==> src/rtl/tmr_busif_pkg.sv <==
package tmr_busif_pkg;

   typedef enum logic [1:0] {
      ACC_NONE = 2'd0,
      ACC_LO   = 2'd1,
      ACC_HI   = 2'd2,
      ACC_WORD = 2'd3
   } acc_e;

   typedef struct packed {
      logic [2:0] mode;
      acc_e       acc;
      logic       bcd;
   } chcfg_t;

   localparam logic [1:0] CTL_ADDR = 2'd3;
   localparam logic [1:0] SEL_RB   = 2'd3;

   function automatic logic [7:0] mk_status(input logic lvl, input chcfg_t c);
      return {lvl, 1'b0, c.acc, c.mode, c.bcd};
   endfunction

endpackage

==> src/rtl/tmr_ctl_decode.sv <==
module tmr_ctl_decode
   import tmr_busif_pkg::*;
#(
   parameter int NUM_CH = 3
) (
   input  logic              wr,
   input  logic [1:0]        addr,
   input  logic [7:1]        ctl,
   output logic [NUM_CH-1:0] cfg_we,
   output logic [NUM_CH-1:0] cnt_lat,
   output logic [NUM_CH-1:0] sts_lat,
   output logic [NUM_CH-1:0] data_we
);

   logic ctl_hit, rb_cmd, acc_zero;

   assign ctl_hit  = wr && (addr == CTL_ADDR);
   assign rb_cmd   = ctl_hit && (ctl[7:6] == SEL_RB);
   assign acc_zero = (ctl[5:4] == 2'd0);

   for (genvar ch = 0; ch < NUM_CH; ch++) begin : g_dec
      logic sel_me, rb_me;
      assign sel_me      = ctl_hit && (ctl[7:6] == 2'(ch));
      assign rb_me       = rb_cmd && ctl[ch+1];
      assign cfg_we[ch]  = sel_me && !acc_zero;
      assign cnt_lat[ch] = (sel_me && acc_zero) || (rb_me && !ctl[5]);
      assign sts_lat[ch] = rb_me && !ctl[4];
      assign data_we[ch] = wr && (addr == 2'(ch));
   end

endmodule

==> src/rtl/tmr_chan_regs.sv <==
module tmr_chan_regs
   import tmr_busif_pkg::*;
#(
   parameter int         DATA_W  = 8,
   parameter logic [1:0] RST_ACC = 2'd3,
   localparam int        CNT_W   = 2 * DATA_W
) (
   input  logic              clk,
   input  logic              rst_n,
   input  logic              cfg_we,
   input  chcfg_t            cfg_in,
   input  logic              data_we,
   input  logic [DATA_W-1:0] wdata,
   input  logic              rd_hit,
   input  logic              cnt_lat,
   input  logic              sts_lat,
   input  logic [CNT_W-1:0]  live,
   input  logic              lvl,
   output chcfg_t            cfg,
   output logic              load_stb,
   output logic [CNT_W-1:0]  load_val,
   output logic [DATA_W-1:0] rdata
);

   logic              wseq, rseq;
   logic [DATA_W-1:0] wlo;
   acc_e              cl_st;
   logic [CNT_W-1:0]  lat_q;
   logic              st_vld;
   logic [7:0]        st_q;

   // configuration and write byte sequencing
   always_ff @(posedge clk or negedge rst_n) begin
      if (!rst_n) begin
         cfg      <= '{mode: 3'd0, acc: acc_e'(RST_ACC), bcd: 1'b0};
         wseq     <= 1'b0;
         wlo      <= '0;
         load_stb <= 1'b0;
         load_val <= '0;
      end else begin
         load_stb <= 1'b0;
         if (cfg_we) begin
            cfg  <= cfg_in;
            wseq <= 1'b0;
         end else if (data_we) begin
            unique case (cfg.acc)
               ACC_HI: begin
                  load_stb <= 1'b1;
                  load_val <= {wdata, {DATA_W{1'b0}}};
               end
               ACC_WORD: begin
                  if (!wseq) begin
                     wlo  <= wdata;
                     wseq <= 1'b1;
                  end else begin
                     load_stb <= 1'b1;
                     load_val <= {wdata, wlo};
                     wseq     <= 1'b0;
                  end
               end
               default: begin
                  load_stb <= 1'b1;
                  load_val <= {{DATA_W{1'b0}}, wdata};
               end
            endcase
         end
      end
   end

   // snapshots and read byte sequencing
   always_ff @(posedge clk or negedge rst_n) begin
      if (!rst_n) begin
         rseq   <= 1'b0;
         cl_st  <= ACC_NONE;
         lat_q  <= '0;
         st_vld <= 1'b0;
         st_q   <= '0;
      end else begin
         if (cfg_we) rseq <= 1'b0;
         if (cnt_lat && cl_st == ACC_NONE) begin
            lat_q <= live;
            cl_st <= cfg.acc;
         end
         if (sts_lat && !st_vld) begin
            st_q   <= mk_status(lvl, cfg);
            st_vld <= 1'b1;
         end
         if (rd_hit) begin
            if (st_vld) begin
               st_vld <= 1'b0;
            end else if (cl_st != ACC_NONE) begin
               cl_st <= (cl_st == ACC_WORD) ? ACC_HI : ACC_NONE;
            end else if (cfg.acc == ACC_WORD) begin
               rseq <= !rseq;
            end
         end
      end
   end

   always_comb begin
      if (st_vld) begin
         rdata = st_q;
      end else if (cl_st != ACC_NONE) begin
         rdata = (cl_st == ACC_HI) ? lat_q[CNT_W-1:DATA_W] : lat_q[DATA_W-1:0];
      end else begin
         unique case (cfg.acc)
            ACC_HI:   rdata = live[CNT_W-1:DATA_W];
            ACC_WORD: rdata = rseq ? live[CNT_W-1:DATA_W] : live[DATA_W-1:0];
            default:  rdata = live[DATA_W-1:0];
         endcase
      end
   end

   // a pending status byte stays untouched until it is read
   a_r10_status_held: assert property (@(posedge clk) disable iff (!rst_n)
      st_vld && !rd_hit |=> st_vld && $stable(st_q));

   // a pending count snapshot is not re-taken
   a_r8_latch_held: assert property (@(posedge clk) disable iff (!rst_n)
      (cl_st != ACC_NONE) && !rd_hit |=> $stable(lat_q));

   // a load strobe only follows a data write
   a_r3_strobe_after_write: assert property (@(posedge clk) disable iff (!rst_n)
      load_stb |-> $past(data_we));

   // first byte of a word write raises no strobe
   a_r5_word_first_quiet: assert property (@(posedge clk) disable iff (!rst_n)
      data_we && !cfg_we && (cfg.acc == ACC_WORD) && !wseq |=> !load_stb);

   // a count latch leaves the configuration alone
   a_r7_latch_keeps_cfg: assert property (@(posedge clk) disable iff (!rst_n)
      cnt_lat && !cfg_we |=> $stable(cfg));

endmodule

==> src/rtl/tmr_busif.sv <==
module tmr_busif
   import tmr_busif_pkg::*;
#(
   parameter int         NUM_CH  = 3,
   parameter int         DATA_W  = 8,
   parameter logic [1:0] RST_ACC = 2'd3,
   localparam int        CNT_W   = 2 * DATA_W
) (
   input  logic                    clk,
   input  logic                    rst_n,
   input  logic [1:0]              bus_addr,
   input  logic [DATA_W-1:0]       bus_wdata,
   input  logic                    bus_wr,
   input  logic                    bus_rd,
   output logic [DATA_W-1:0]       bus_rdata,
   input  logic [NUM_CH*CNT_W-1:0] live_count,
   input  logic [NUM_CH-1:0]       cnt_out,
   output logic [NUM_CH-1:0]       load_strobe,
   output logic [NUM_CH*CNT_W-1:0] load_value,
   output logic [NUM_CH*3-1:0]     mode_o,
   output logic [NUM_CH*2-1:0]     access_o,
   output logic [NUM_CH-1:0]       bcd_o
);

   if (NUM_CH < 1 || NUM_CH > 3) begin : g_bad_ch
      $error("tmr_busif: NUM_CH must be 1 to 3");
   end
   if (DATA_W != 8) begin : g_bad_dw
      $error("tmr_busif: DATA_W must be 8");
   end
   if (RST_ACC == 2'd0) begin : g_bad_acc
      $error("tmr_busif: RST_ACC must be a data access mode");
   end

   logic [NUM_CH-1:0] cfg_we, cnt_lat, sts_lat, data_we;
   chcfg_t            cfg_in;
   chcfg_t            cfg    [NUM_CH];
   logic [DATA_W-1:0] ch_rd  [NUM_CH];

   assign cfg_in = '{mode: bus_wdata[3:1], acc: acc_e'(bus_wdata[5:4]), bcd: bus_wdata[0]};

   tmr_ctl_decode #(.NUM_CH(NUM_CH)) u_dec (
      .wr      (bus_wr),
      .addr    (bus_addr),
      .ctl     (bus_wdata[7:1]),
      .cfg_we  (cfg_we),
      .cnt_lat (cnt_lat),
      .sts_lat (sts_lat),
      .data_we (data_we)
   );

   for (genvar ch = 0; ch < NUM_CH; ch++) begin : g_ch
      logic rd_hit;
      assign rd_hit = bus_rd && (bus_addr == 2'(ch));

      tmr_chan_regs #(.DATA_W(DATA_W), .RST_ACC(RST_ACC)) u_ch (
         .clk      (clk),
         .rst_n    (rst_n),
         .cfg_we   (cfg_we[ch]),
         .cfg_in   (cfg_in),
         .data_we  (data_we[ch]),
         .wdata    (bus_wdata),
         .rd_hit   (rd_hit),
         .cnt_lat  (cnt_lat[ch]),
         .sts_lat  (sts_lat[ch]),
         .live     (live_count[ch*CNT_W +: CNT_W]),
         .lvl      (cnt_out[ch]),
         .cfg      (cfg[ch]),
         .load_stb (load_strobe[ch]),
         .load_val (load_value[ch*CNT_W +: CNT_W]),
         .rdata    (ch_rd[ch])
      );

      assign mode_o[ch*3 +: 3]   = cfg[ch].mode;
      assign access_o[ch*2 +: 2] = cfg[ch].acc;
      assign bcd_o[ch]           = cfg[ch].bcd;
   end

   always_comb begin
      bus_rdata = {DATA_W{1'b1}};
      for (int ch = 0; ch < NUM_CH; ch++) begin
         if (bus_addr == 2'(ch)) bus_rdata = ch_rd[ch];
      end
   end

   // the control address reads as all ones
   a_r11_ctl_reads_ff: assert property (@(posedge clk) disable iff (!rst_n)
      bus_rd && (bus_addr == CTL_ADDR) |-> bus_rdata == {DATA_W{1'b1}});

   // one write per cycle gives at most one load strobe
   a_r3_single_strobe: assert property (@(posedge clk) disable iff (!rst_n)
      $onehot0(load_strobe));

   a_bus_exclusive: assert property (@(posedge clk) disable iff (!rst_n)
      !(bus_wr && bus_rd));

endmodule

==> config.mk <==
export PLATFORM = sky130hd
export DESIGN_NAME = tmr_busif
export DESIGN_NICKNAME = d
export VERILOG_FILES = /design/src/rtl/tmr_busif_pkg.sv /design/src/rtl/tmr_ctl_decode.sv /design/src/rtl/tmr_chan_regs.sv /design/src/rtl/tmr_busif.sv
export SDC_FILE = /design/constraint.sdc
export NUM_CORES = 1
export LEC_CHECK = 0
export ABC_AREA = 1
export BUFFER_PORTS_ARGS = -buffer_cell sky130_fd_sc_hd__buf_2
export CAP_MARGIN = 20
export CORE_MARGIN = 2
export CORE_UTILIZATION = 50
export DETAILED_ROUTE_END_ITERATION = 8
export PLACE_DENSITY = 0.8
export SYNTH_ARGS = -nofsm -noshare
export SYNTH_HDL_FRONTEND = slang
export SYNTH_HIERARCHICAL = 1
export SYNTH_SLANG_ARGS = --single-unit
==> constraint.sdc <==
create_clock -name clk -period 1.62 [get_ports clk]
set_input_delay 0.162 -clock clk [delete_from_list [all_inputs] [get_ports clk]]
set_output_delay 0.162 -clock clk [all_outputs]
set_load 0.02 [all_outputs]
### Yosys cells after proc, flatten, opt, wreduce, memory -nomap -nowiden

Cells that the tools add are included.

* equal/unequal tests: 21
* mux-type cells: 87
* bitwise operators: 6
* reductions and logical operators: 68

Operators with widths (number)
* two-way mux 8 bit: 15
* case mux 16 bit (2 select lines): 3
* two-way mux 1 bit: 48
* two-way mux 16 bit: 3
* case mux 8 bit (2 select lines): 3
* == test 2 bit (second input constant): 16
* logical AND 1 bit: 32
* two-way mux 2 bit: 15
* nonzero test 2 bit: 9
* logical NOT 2 bit: 6
* AND reduction 4 bit: 3
* logical NOT 1 bit: 9
* AND reduction 3 bit: 3
* inequality test 2 x 1 -> 1 bit (second input constant): 3
* inverter 1 bit: 6
* AND reduction 2 bit: 3
* == test 2 x 1 -> 1 bit (second input constant): 2
* logical OR 1 bit: 3

* register bits: 177
* bits of input ports: 65
* output and inout bits: 77
* word-level logic and storage cells: 218

### Longest topological paths before layout

* word-level depth: 11
* mapped depth: 10

### Hierarchy

Netlist, hierarchy kept.

Modules (own cells, without submodules)
* tmr_chan_regs: times used 3, cells each 332, area each 2725.1 µm²
* tmr_busif: times used 1, cells each 53, area each 289.0 µm²
* tmr_ctl_decode: times used 1, cells each 38, area each 185.2 µm²

### Least setup slack after synthesis

Ideal clock, no wire load.

* kind: register to output
* start point: reg g_ch[1].u_ch/cfg[2] (netlist name)
* end point: out bus_rdata[5]
* arrival: 1.490 ns
* required time: 1.458 ns
* setup slack: -0.032 ns
* stages on the path, launching flop included: 8
* path buffers: 2
* path through: dfstp_2 > buf_6 > clkbuf_1 > nand3_1 > nand3_1 > a21oi_1 > o21ai_1 > nand3_1

RTL lines
* end, declared: RTL line tmr_busif.sv:15 `output logic [DATA_W-1:0] bus_rdata,`

==> results.sh <==
export IMPL_place_ws_ps=-108
export IMPL_layout_drive_gt1_share_pct=27.0
export IMPL_fin_total_pwr_mw=16.0
export IMPL_worst_setup_hold_path_clk_slew_ps=60
export IMPL_reg2regPathDepth=7
export IMPL_detail_route_first_pass_iterations=5
export IMPL_postSynth_asyncResetShare_pct=100
export IMPL_number_of_nets_in_the_layout=1351
export IMPL_drcViolationCount=0
export IMPL_power_switching_mw=5.98
export IMPL_ys_top_cells_by_area="dfrtp_1 (49%), nand2_1 (16%), o21ai_0 (6.6%)"
export IMPL_pwr_share_seq_pct=41.1
export IMPL_cts_made_buffers=17
export IMPL_clock_path_buffers=2
export IMPL_maxSlewViolCount=0
export IMPL_post_route_wl_um=23600
export IMPL_floorplan_io_pins=142
export IMPL_ys_seq_area_share_pct=51.3
export IMPL_hold_path_depth=3
export IMPL_antenna_violating_nets_post_route=0
export IMPL_grt_pass1_vias=7515
export IMPL_cp_max_fo=8
export IMPL_grt_usage_pct=26.1
export IMPL_start_util_pct=50.5
export IMPL_register_area_um2=4440
export IMPL_gate_power_share_pct=34.1
export IMPL_globalplace_congestion=0.940
export IMPL_placed_cell_area_um2=9830
export IMPL_cp_end_kind="output port"
export IMPL_synthesis_nets=1152
export IMPL_static_leakage_power_nw=5.91
export IMPL_mostFrequentLayoutCell="nand2_1"
export IMPL_status="finished with violations"
export IMPL_synth_ff_type="dfrtp_1"
export IMPL_final_cell_count_no_fill=1526
export IMPL_finalHoldViolCount=0
export IMPL_ir_drop_mv=0.942
export IMPL_crit_required_ps=1460
export IMPL_gr_total_overflow=0
export IMPL_chipWidth_um=136
export IMPL_unrepaired_setup_endpoints_after_global_routing="true"
export IMPL_placementRows=48
export IMPL_powerDensity_nw_per_um2=1470
export IMPL_area_growth_synth_to_final_pct=25.6
export IMPL_antenna_found_initial=2
export IMPL_worst_slew_pin_transition_ps=577
export IMPL_maxCapViolations=0
export IMPL_final_period_utilization_pct=129
export IMPL_syn_area_um2=8650
export IMPL_finalInstanceArea_um2=10900
export IMPL_port_buffers=141
export IMPL_crit_reg2reg_capture="g_ch[1].u_ch/load_val[6]$_DFFE_PN0P_"
export IMPL_r2r_start="g_ch[1].u_ch/cfg[2]$_DFFE_PN1P_"
export IMPL_synth_top_cell_by_area="dfrtp_1"
export IMPL_switching_share_pct=37.4
export IMPL_reg2reg_slack_ps=-100
export IMPL_htree_num_levels=4
export IMPL_fillerInstances=1478
export IMPL_worst_slew_margin_rel_pct=61.5
export IMPL_synthDistinctLibCells=31
export IMPL_synth_seq_cells=177
export IMPL_post_drt_via_cell_ratio=5.23
export IMPL_clock_fmax_mhz=479
export IMPL_floorplan_die_area_um2=18400
export IMPL_setup_ws_ps=-470
export IMPL_placeableCoreArea_um2=17100
export IMPL_failed_checks="setup timing"
export IMPL_dp_cells=1471
export IMPL_path_class="reg2out"
export IMPL_cp_arrival_ps=1930
export IMPL_post_synth_top_area_fraction_pct=49.5
export IMPL_end_point_of_the_most_critical_hold_path="g_ch[2].u_ch/lat_q[0]$_DFFE_PN0P_"
export IMPL_dieHeight_um=136
export IMPL_min_path_type="in2reg"
export IMPL_clock_latency_ps=430
export IMPL_tritoncts="yes"
export IMPL_cell_internal_pwr_mw=10.0
export IMPL_detail_route_wl_per_cell_um=15.5
export IMPL_multi_input_area_um2=3660
export IMPL_grt_max_degree=105
export IMPL_post_synth_inst_count=1087
export IMPL_synth_edff_count=0
export IMPL_min_from="live_count[32]"
export IMPL_post_dp_hpwl_um=16200
export IMPL_startpoint_type="flop"
export IMPL_syn_area_per_cell_um2=7.96
export IMPL_setup_violations=26
export IMPL_initialDrtViolationCount=780
export IMPL_power_clock_fraction_pct=24.8
export IMPL_dr_total_vias=7977
export IMPL_leading_cell_types_in_the_layout_fill_and_taps_excluded="nand2_1 (367), dfrtp_1 (170), buf_2 (132)"
export IMPL_post_route_clock_skew_ps=9.37
export IMPL_yosys_warnings=6
export IMPL_cts_root_buf="clkbuf_16"
export IMPL_wire_length_of_the_first_global_routing_pass_um=37600
export IMPL_final_period_minus_worst_setup_slack_ps=2090
export IMPL_clkSinkCount=177
==> critical path: stages (launching register included) <==
cell	delay, ps
dfstp_2	580
nand2_2	120
nand2_4	120
o21ai_0	90
nor2_1	100
nor2_1	60
nand2_1	130
nand3_1	120
buf_2	180
==> through the flow <==
| step | hold slack, ps | TNS, ps | utilization (%) |
|---|---|---|---|
| global placement | 204 | -384 | 57.4 |
| finish | 18.6 | -4590 | 63.5 |
| floorplan | -134 | 0 | - |
| global route | 14.6 | -6550 | 63.4 |
| CTS | 2.71 | -3530 | 61.9 |
| detailed placement | 198 | -564 | 57.4 |
==> cells by family (layout without fill, tap and decap cells) <==
logic type	Yosys count	after routing	synth area share [%]
AND/OR/NAND/NOR	531	534	25.7
flip-flops	177	177	51.3
AO/OA/AOI/OAI	209	209	13.8
other	0	2	0
buffers and inverters	167	376	8.72
multiplexers	3	3	0.391
==> power groups by stage <==
stage          registers, mW  logic (mW)  clock network [mW]
2_1_floorplan           7.18        2.51                   0
3_3_place_gp            6.54        4.84                   0
3_5_place_dp            6.56        4.97                   0
4_1_cts                 6.54        5.19                4.03
5_1_grt                 6.73        6.01                4.20
6_report                6.58        5.47                3.97
==> Yosys cell counts (3+ instances only) <==
master    number
nand2_1      377
dfrtp_1      171
inv_1        119
o21ai_0      114
nor2_1        59
nand3_1       56
a21oi_1       45
o21ai_2       24
buf_2         15
nand2_2       10
clkbuf_1       9
o21ai_1        9
buf_6          8
inv_2          8
nor2_4         8
dfstp_2        6
o22ai_1        6
nand3b_1       5
nor3_1         5
o21bai_1       5
buf_8          4
clkinv_1       3
mux2_2         3
nand2_4        3
nand4_1        3
o21ai_4        3
o31ai_1        3
==> worst max path at each step <==
stage | depth (start not counted) | startpoint | to | slack [ps]
6_report | 8 | g_ch[0].u_ch/cfg[1]$_DFFE_PN1P_ | bus_rdata[6] | -470
5_1_grt | 9 | g_ch[0].u_ch/cfg[1]$_DFFE_PN1P_ | bus_rdata[7] | -600
4_1_cts | 9 | g_ch[0].u_ch/cfg[1]$_DFFE_PN1P_ | bus_rdata[0] | -460
3_5_place_dp | 11 | g_ch[0].u_ch/rseq$_DFF_PN0_ | bus_rdata[0] | -110
3_3_place_gp | 11 | g_ch[0].u_ch/rseq$_DFF_PN0_ | bus_rdata[2] | -90
2_1_floorplan | 7 | g_ch[1].u_ch/cfg[1]$_DFFE_PN1P_ | bus_rdata[6] | 10
==> final cells by class <==
| cell class | count | share of cell area [%] |
|---|---|---|
| Antenna cell | 2 | 0.0461 |
| Clock buffer | 18 | 4.04 |
| Clock inverter | 14 | 1.17 |
| Inverter | 130 | 4.51 |
| Multi-Input combinational cell | 746 | 33.7 |
| Sequential cell | 177 | 40.8 |
| Tap cell | 225 | 2.59 |
| Timing Repair Buffer | 214 | 13.0 |
==> layer usage <==
layer  GRT usage, %  wire length (um)  share of wire (%)
met1           36.5             10300                 43
met2           41.6             11300                 48
met3           4.41              1550                6.6
met4           8.91               494                2.1
met5              0                 7              0.030
==> registers in the layout, indices dropped and copies added (netlist names) <==
| name | flops |
|---|---|
| g_ch.u_ch/wlo | 24 |
| g_ch.u_ch/st_q | 21 |
| g_ch.u_ch/lat_q | 48 |
| g_ch.u_ch/load_val | 48 |
| g_ch.u_ch/cfg | 18 |
| g_ch.u_ch/cl_st | 6 |
| g_ch.u_ch/load_stb | 3 |
| g_ch.u_ch/rseq | 3 |
| g_ch.u_ch/wseq | 3 |
| g_ch.u_ch/st_vld | 3 |
==> repair_timing <==
action | in CTS | in global routing
endpoints found under the hold margin | 175 | 0
setup buffers | 1 | 12
setup endpoints to repair | 16 | 57
pin swaps | 15 | 16
hold buffers | 5 | 0
cloned | 1 | 3
gates resized for setup | 39 | 36
(Power assumes the default switching activity.)
